File: src/rtl/hpmb_pkg.sv
package hpmb_pkg;

    localparam logic [7:0] ID_BYTE = 8'h55;

    typedef enum logic [1:0] {
        SRC_CHA  = 2'b00,
        SRC_CHB  = 2'b01,
        SRC_MBOX = 2'b10,
        SRC_ID   = 2'b11
    } src_e;

    typedef enum logic [1:0] {
        OWN_NONE = 2'd0,
        OWN_HOST = 2'd1,
        OWN_CTL  = 2'd2
    } owner_e;

    typedef struct packed {
        logic [7:0] data;
        logic [1:0] sel;
        logic       dir_in;
        logic       strobe_n;
    } host_pins_t;

    localparam int PINS_W = $bits(host_pins_t);

    function automatic logic is_channel(input src_e s);
        return (s == SRC_CHA) || (s == SRC_CHB);
    endfunction

    function automatic logic [7:0] view_for(input owner_e own, input owner_e viewer_peer,
                                            input logic [7:0] b);
        return (own == viewer_peer) ? b : 8'h00;
    endfunction

endpackage

File: src/rtl/hpmb_sync.sv
module hpmb_sync #(
    parameter int                WIDTH   = 12,
    parameter int                STAGES  = 2,
    parameter logic [WIDTH-1:0]  RST_VAL = '0
) (
    input  logic             clk,
    input  logic             rst,
    input  logic [WIDTH-1:0] d,
    output logic [WIDTH-1:0] q
);
    logic [WIDTH-1:0] st [STAGES];

    generate
        for (genvar i = 0; i < STAGES; i++) begin : g_stage
            if (i == 0) begin : g_first
                always_ff @(posedge clk) begin
                    if (rst) st[i] <= RST_VAL;
                    else     st[i] <= d;
                end
            end else begin : g_next
                always_ff @(posedge clk) begin
                    if (rst) st[i] <= RST_VAL;
                    else     st[i] <= st[i-1];
                end
            end
        end
    endgenerate

    assign q = st[STAGES-1];
endmodule

File: src/rtl/hpmb_mailbox.sv
module hpmb_mailbox
    import hpmb_pkg::*;
(
    input  logic       clk,
    input  logic       rst,
    input  logic       host_wr,
    input  logic [7:0] host_byte,
    input  logic       ctl_wr,
    input  logic [7:0] ctl_byte,
    output logic [7:0] host_view,
    output logic [7:0] ctl_view,
    output logic       rx_valid
);
    owner_e     owner;
    logic [7:0] slot;

    always_ff @(posedge clk) begin
        if (rst) begin
            owner    <= OWN_NONE;
            slot     <= 8'h00;
            rx_valid <= 1'b0;
        end else begin
            rx_valid <= 1'b0;
            if (ctl_wr) begin
                owner <= OWN_CTL;
                slot  <= ctl_byte;
            end else if (host_wr) begin
                owner    <= OWN_HOST;
                slot     <= host_byte;
                rx_valid <= 1'b1;
            end
        end
    end

    assign host_view = view_for(owner, OWN_CTL, slot);
    assign ctl_view  = view_for(owner, OWN_HOST, slot);
endmodule

File: src/rtl/hpmb_readout.sv
module hpmb_readout
    import hpmb_pkg::*;
#(
    parameter int DEPTH = 1024,
    localparam int AW   = $clog2(DEPTH)
) (
    input  logic          clk,
    input  logic          rst,
    input  logic          strobe_rise,
    input  src_e          sel,
    input  logic          scroll_mode,
    input  logic          rewind,
    output logic [AW-1:0] ptr
);
    localparam logic [AW-1:0] LAST = AW'(DEPTH - 1);

    logic step;
    assign step = strobe_rise && is_channel(sel) && !scroll_mode;

    always_ff @(posedge clk) begin
        if (rst || rewind) begin
            ptr <= '0;
        end else if (step) begin
            ptr <= (ptr == LAST) ? '0 : ptr + 1'b1;
        end
    end
endmodule

File: src/rtl/hpmb_port.sv
module hpmb_port
    import hpmb_pkg::*;
#(
    parameter int DEPTH       = 1024,
    parameter int SYNC_STAGES = 2,
    localparam int AW         = $clog2(DEPTH)
) (
    input  logic          clk,
    input  logic          rst,
    input  logic [7:0]    pd_in,
    output logic [7:0]    pd_out,
    output logic          pd_oe,
    input  logic          host_rd,
    input  logic [1:0]    port_sel,
    input  logic          strobe_n,
    input  logic          scroll_mode,
    input  logic          ptr_rewind,
    output logic [AW-1:0] buf_addr,
    input  logic [7:0]    buf_data_a,
    input  logic [7:0]    buf_data_b,
    input  logic [7:0]    adc_a,
    input  logic [7:0]    adc_b,
    input  logic          ctl_wr_en,
    input  logic [7:0]    ctl_wr_byte,
    output logic [7:0]    ctl_rx_byte,
    output logic          ctl_rx_valid
);
    localparam host_pins_t PINS_IDLE = '{data: 8'h00, sel: 2'b00, dir_in: 1'b0, strobe_n: 1'b1};

    host_pins_t pins_raw, pins_s;
    src_e       sel_s;
    logic       dir_s;
    logic       strb_prev;
    logic       strobe_rise;
    logic       host_wr;
    logic [7:0] host_view;

    assign pins_raw = '{data: pd_in, sel: port_sel, dir_in: host_rd, strobe_n: strobe_n};

    hpmb_sync #(
        .WIDTH  (PINS_W),
        .STAGES (SYNC_STAGES),
        .RST_VAL(PINS_IDLE)
    ) u_sync (
        .clk(clk),
        .rst(rst),
        .d  (pins_raw),
        .q  (pins_s)
    );

    assign sel_s = src_e'(pins_s.sel);
    assign dir_s = pins_s.dir_in;

    always_ff @(posedge clk) begin
        if (rst) strb_prev <= 1'b1;
        else     strb_prev <= pins_s.strobe_n;
    end

    assign strobe_rise = pins_s.strobe_n && !strb_prev;
    assign host_wr     = strobe_rise && (sel_s == SRC_MBOX) && !dir_s;

    hpmb_mailbox u_mbox (
        .clk      (clk),
        .rst      (rst),
        .host_wr  (host_wr),
        .host_byte(pins_s.data),
        .ctl_wr   (ctl_wr_en),
        .ctl_byte (ctl_wr_byte),
        .host_view(host_view),
        .ctl_view (ctl_rx_byte),
        .rx_valid (ctl_rx_valid)
    );

    hpmb_readout #(
        .DEPTH(DEPTH)
    ) u_rd (
        .clk        (clk),
        .rst        (rst),
        .strobe_rise(strobe_rise),
        .sel        (sel_s),
        .scroll_mode(scroll_mode),
        .rewind     (ptr_rewind),
        .ptr        (buf_addr)
    );

    always_ff @(posedge clk) begin
        if (rst) begin
            pd_out <= 8'h00;
            pd_oe  <= 1'b0;
        end else begin
            pd_oe <= dir_s;
            unique case (sel_s)
                SRC_CHA:  pd_out <= scroll_mode ? adc_a : buf_data_a;
                SRC_CHB:  pd_out <= scroll_mode ? adc_b : buf_data_b;
                SRC_MBOX: pd_out <= host_view;
                SRC_ID:   pd_out <= ID_BYTE;
                default:  pd_out <= 8'h00;
            endcase
        end
    end
endmodule

File: config.mk
export PLATFORM = sky130hd
export DESIGN_NAME = hpmb_port
export DESIGN_NICKNAME = d
export VERILOG_FILES = /design/src/rtl/hpmb_pkg.sv /design/src/rtl/hpmb_sync.sv /design/src/rtl/hpmb_mailbox.sv /design/src/rtl/hpmb_readout.sv /design/src/rtl/hpmb_port.sv
export SDC_FILE = /design/constraint.sdc
export NUM_CORES = 1
export LEC_CHECK = 0
export BUFFER_PORTS_ARGS = -buffer_cell sky130_fd_sc_hd__buf_2
export CAP_MARGIN = 0
export CORE_MARGIN = 2
export CORE_UTILIZATION = 43
export CTS_CLUSTER_SIZE = 10
export DETAILED_ROUTE_END_ITERATION = 8
export PLACE_DENSITY = 0.75
export RECOVER_POWER = 25
export SLEW_MARGIN = 20
export SYNTH_ARGS = -nofsm -noshare
export SYNTH_HDL_FRONTEND = slang
export SYNTH_SLANG_ARGS = --single-unit
File: constraint.sdc
create_clock -name clk -period 1.7 [get_ports clk]
set_input_delay 0 -clock clk [delete_from_list [all_inputs] [get_ports clk]]
set_output_delay 0 -clock clk [all_outputs]
set_load 0.02 [all_outputs]
# Yosys cells after proc, flatten, opt, wreduce, memory -nomap -nowiden
# Memory sizes are Yosys's and may differ from the RTL's.
# Cells that the tools add are included.
[word_totals] ff_bits=31 ramBits=24 input_bits=57 output_inout_bits=28 word_cells=47 memories=1
[mem_list] name="u_sync.st" depth=2 width=12 rd=2 rd_ports_with_merged_regs=0 write_ports=2 line="hpmb_sync.sv:11" rtl="logic [WIDTH-1:0] st [STAGES];"
[classes] n_addsub=1 eq_ne=6 n_mux=16 n_bitwise=2 reduce_logical=13
[op_table] op="2-to-1 mux 8 bit" count=6
[op_table] op="one-hot mux 8 bit (4 select lines)" count=1
[op_table] op="2-to-1 mux 12 bit" count=2
[op_table] op="adder 10 x 1 -> 10 bit (second input constant)" count=1
[op_table] op="equality test 10 bit (second input constant)" count=1
[op_table] op="2-to-1 mux 10 bit" count=1
[op_table] op="equality test 2 bit (second input constant)" count=3
[op_table] op="logical AND 1 bit" count=5
[op_table] op="equality test 2 x 1 -> 1 bit (second input constant)" count=2
[op_table] op="2-to-1 mux 1 bit" count=4
[op_table] op="2-to-1 mux 2 bit" count=2
[op_table] op="zero test 1 bit" count=3
[op_table] op="zero test 2 bit" count=1
[op_table] op="logical OR 1 bit" count=2
[op_table] op="bitwise OR 1 bit" count=2
[op_table] op="nonzero test 2 bit" count=1
[op_table] op="OR reduction 2 bit" count=1

# Longest topological paths before layout
[logic_depth] ltp_word=6 depth_mapped=7 ltp_nobuf=5

# Hierarchy
# From an unflattened synthesis, not the netlist that was laid out.
[unflattened] cells_unflattened=235 hier_area_um2=2392.3
[modules_own_cells] mod="hpmb_sync" n_inst=1 cells_per_inst=50 area_each_um2=650.6 seq_area_each_um2=480.5
[modules_own_cells] mod="hpmb_port" n_inst=1 cells_per_inst=62 area_each_um2=621.8 seq_area_each_um2=200.2
[modules_own_cells] mod="hpmb_mailbox" n_inst=1 cells_per_inst=62 area_each_um2=579.3 seq_area_each_um2=220.2
[modules_own_cells] mod="hpmb_readout" n_inst=1 cells_per_inst=61 area_each_um2=540.5 seq_area_each_um2=200.2

# Worst setup path before layout
# No wires, ideal clock.
[synth_timing] path_kind="reg-to-reg" from="mem u_sync.st[1][2]" to="reg u_mbox.owner[1]" setup_time_ps=129 arrival_time_ps=1716 required_time_ps=1571 slack_ps=-145 path_stages_with_launch=8 n_path_buf=3 period_less_slack_ps=1845 path_cell_list="dfxtp_1 buf_2 nand2b_1 clkbuf_1 or4b_2 clkbuf_1 a21oi_1 nor2_1"
[synth_rtl] item="start: declaration" line="hpmb_sync.sv:11"
[synth_rtl] item="end signal: assignment" line="hpmb_mailbox.sv:19" rtl="owner <= OWN_NONE;"
[synth_rtl] item="end signal: assignment" line="hpmb_mailbox.sv:25" rtl="owner <= OWN_CTL;"
[synth_rtl] item="end signal: assignment" line="hpmb_mailbox.sv:28" rtl="owner <= OWN_HOST;"
[synth_rtl] item="end: declaration" line="hpmb_mailbox.sv:14" rtl="owner_e owner;"

==> results.tsv <==
stage	metric	value	unit
routing	DRT antenna net count	0	
sta	final hold viol count	0	
synth	Mean Syn Cell Area	10.0	um^2
clock_tree	clock latency at the later pin of the worst-skew pair	0.31	ns
sta	max_slew headroom	63.9	%
worst_setup_path	Crit path largest cell delay	0.52	ns
pwr	pwr/cell area	817	mW/mm^2
synth	Synthesized Nets	277	
synth	Syn Inst Count	219	
floorplan	FP Rows	25	
floorplan	IO Count	85	
global_route	first-pass GRT wire length	7550	um
sta	RSZ-0062 raised after global routing	true	
worst_setup_path	CP Buf/Inv Count	0	
placed_design	buffers added on ports	84	
global_route	largest net degree at the start of global routing	34	
worst_setup_path	Critical Path End Type	flop	
routing	total wire length	5080	um
placed_design	detailed placement HPWL	3630	um
routing	# DRC	0	
routing	TritonRoute pass-1 iters	4	
placed_design	Placer Congestion	0.778	
synth	ys flop type	dfxtp_1	
flow_run	maxcap violations	0	
global_route	initial antenna violation count	0	
clock_tree	root buf cell	clkbuf_8	
routing	total number of vias	1895	
worst_setup_path	CP arrival	1.89	ns
synth	Yosys reg bits	55	
floorplan	Placeable Area	0.00482	mm^2
clock_tree	CTS tree	built	
synth	synth unique cells	32	
routing	Wirelength per Cell	12.8	um
synth	register area share after synthesis	50.3	%
min_path	Hold Crit Class	in -> reg	
pwr	Sw Share	21.9	%
worst_setup_path	critical-path maximum fanout	3	
global_route	vias in the first global route	1822	
clock_tree	TritonCTS buffer count	5	
clock_tree	clock sink total	55	
worst_setup_path	top cell family by delay on the critical path	simple AND/OR/NAND/NOR gates	
layout	share of layout cells above drive strength 1	37.4	%
placed_design	Place WS	-0.0518	ns
synth	asr flop ratio synth	0	%
synth	Mapped Area	0.00219	mm^2
layout	nets@finish	387	
synth	EDFF count, synth	0	
pwr	P_sw	547	uW
floorplan	die area	0.00568	mm^2
sta	Min Clock Period, post-route	1.69	ns
global_route	Congestion Overflow GR	0	
sta	Max Fclk	593	MHz
synth	synth warn	0	
pwr	leak pwr	0.00138	uW
worst_setup_path	Slowest-stage cell, CP	or4_4	
worst_setup_path	Req. time, crit path	1.90	ns
layout	synthesis-to-layout area growth	39.5	%
pwr	Gate power share	12.1	%
pwr	VDD IR max	0.356	mV
sta	skew final	0.00865	ns
routing	DRT iter0 DRCs	102	
layout	Filler Cell Count	441	
sta	Setup Viol. Count Final	0	
routing	Vias per Instance	4.79	
clock_tree	clock slew at reported path FFs	0.08	ns
global_route	GRT Total Usage	17.6	%
pwr	Clock Power Share	33.0	%
layout	# diodes	0	
worst_setup_path	WS Path Type	reg -> reg	
sta	Pins Over Slew Limit	0	
pwr	sequential power share	54.9	%
floorplan	initial core utilization	45.5	%
floorplan	Chip Width	75.4	um
sta	Hold Slack	0.114	ns
sta	Slew @ Worst Pin	0.541	ns
worst_setup_path	Critical Path Start Type	flop	
floorplan	Die Ht	75.4	um
clock_tree	maximum root-to-sink buffer count	2	
sta	setup slack after layout	0.0129	ns
clock_tree	H-tree depth	2	
pwr	Internal	1950	uW
outcome	status	complete, no violations	
worst_setup_path	Critical Path, Cell by Cell	or4b_4, or4_4, xor2_1, nor3_2	
sta	final period utilization	99.2	%
-- placed cells by master, fill, tap and decap left out, drive strengths merged, types with 2 or more instances in the layout --
master       count
nand3            3
clkbuf           6
and2             9
xnor2            5
or4b             2
nor4b            2
a21oi           18
a221oi           8
xor2             4
nor4             2
or2              3
nand2           14
dfxtp           55
nor2b           29
inv              9
mux4             8
dlygate4sd3     21
nor2            17
buf             95
nor3            11
-- what timing repair did --
item                                    4_1_cts  5_1_grt
endpoints found under the setup margin        8        5
buffers inserted                              0        0
hold endpoints to repair                     23        0
gates resized for setup                       2        4
hold buffers                                 21        0
pin swaps                                     3        2
-- cells in the mapped netlist (4+ instances only) --
| cell type | count | area (um^2) |
|---|---|---|
| dfxtp_1 | 55 | 1100 |
| nor2b_1 | 29 | 181 |
| a21oi_1 | 18 | 90.1 |
| nor2_1 | 17 | 63.8 |
| nand2_1 | 14 | 52.6 |
| nor3_1 | 10 | 50.1 |
| and2_1 | 9 | 56.3 |
| inv_1 | 9 | 33.8 |
| a221oi_1 | 8 | 70.1 |
| clkbuf_1 | 8 | 30.0 |
| mux4_2 | 7 | 158 |
| xnor2_1 | 5 | 43.8 |
| xor2_1 | 4 | 35.0 |
-- tightest hold or removal path: stages --
cell     delay (ns)
buf_2          0.21
a21oi_2        0.13
nor2_1         0.04
-- flip-flops by register name, summed over array words and instances, names as in the netlist --
name	cells
u_sync.st	24
u_mbox.slot	8
pd_oe	1
u_mbox.rx_valid	1
strb_prev	1
pd_out	8
u_mbox.owner	2
u_rd.ptr	10
-- per-layer routing --
layer  vias to the layer above  global-route usage, %  routed length, um
met5                         -                      0                  0
met4                         0                   10.3                128
met3                         9                   2.91                256
met2                        59                   32.0               2610
met1                       869                   19.2               2080
li1                        958                      -                  -
-- power groups by stage --
stage | registers [uW] | clock network, uW | logic (uW)
3_3_place_gp | 1400 | 0 | 260
2_1_floorplan | 1420 | 0 | 141
5_1_grt | 1380 | 877 | 333
3_5_place_dp | 1400 | 0 | 265
4_1_cts | 1370 | 842 | 303
6_report | 1370 | 824 | 302
-- final cells by class --
class | count | area (um^2) | area share, %
Clock buffer | 6 | 72.6 | 2.38
Multi-Input combinational cell | 142 | 1020 | 33.3
Timing Repair Buffer | 116 | 713 | 23.3
Sequential cell | 55 | 1100 | 36.1
Clock inverter | 1 | 30.0 | 0.983
Inverter | 9 | 33.8 | 1.11
Tap cell | 67 | 83.8 | 2.74
-- cell families after synthesis --
| kind of cell | Yosys count | share of synthesized area (%) |
|---|---|---|
| and+or+nand+nor | 97 | 24.9 |
| DFF | 55 | 50.3 |
| AOI/OAI and AO/OA | 27 | 7.71 |
| buffers and inverters | 22 | 4.57 |
| xor gates and xnor gates | 9 | 3.60 |
| muxes | 8 | 8.40 |
| adders and majority gates | 1 | 0.571 |
-- metrics by stage --
step           util (%)  instance area [um^2]  instances  power, uW  TNS, ns
5_1_grt            63.4                  3060        396       2590  -0.0403
6_report           63.4                  3060        396       2500        0
4_1_cts            63.0                  3040        396       2520        0
2_1_floorplan         -                  2220        219       1560   -0.371
3_3_place_gp       56.4                  2720        368       1660        0
3_5_place_dp       56.4                  2720        368       1670   -0.261
-- path summary, 6_finish.rpt --
path,slack (ns),from,end,depth (start not counted)
min reg2reg,0.43,u_sync.st[0][0],u_sync.st[1][0],1
min,0.11,ctl_wr_en,u_mbox.owner[1],3
max,0.01,u_sync.st[1][3],u_rd.ptr[8],4
max reg2reg,0.01,u_sync.st[1][3],u_rd.ptr[8],4
Note: power is estimated with default switching activity, not from simulation.
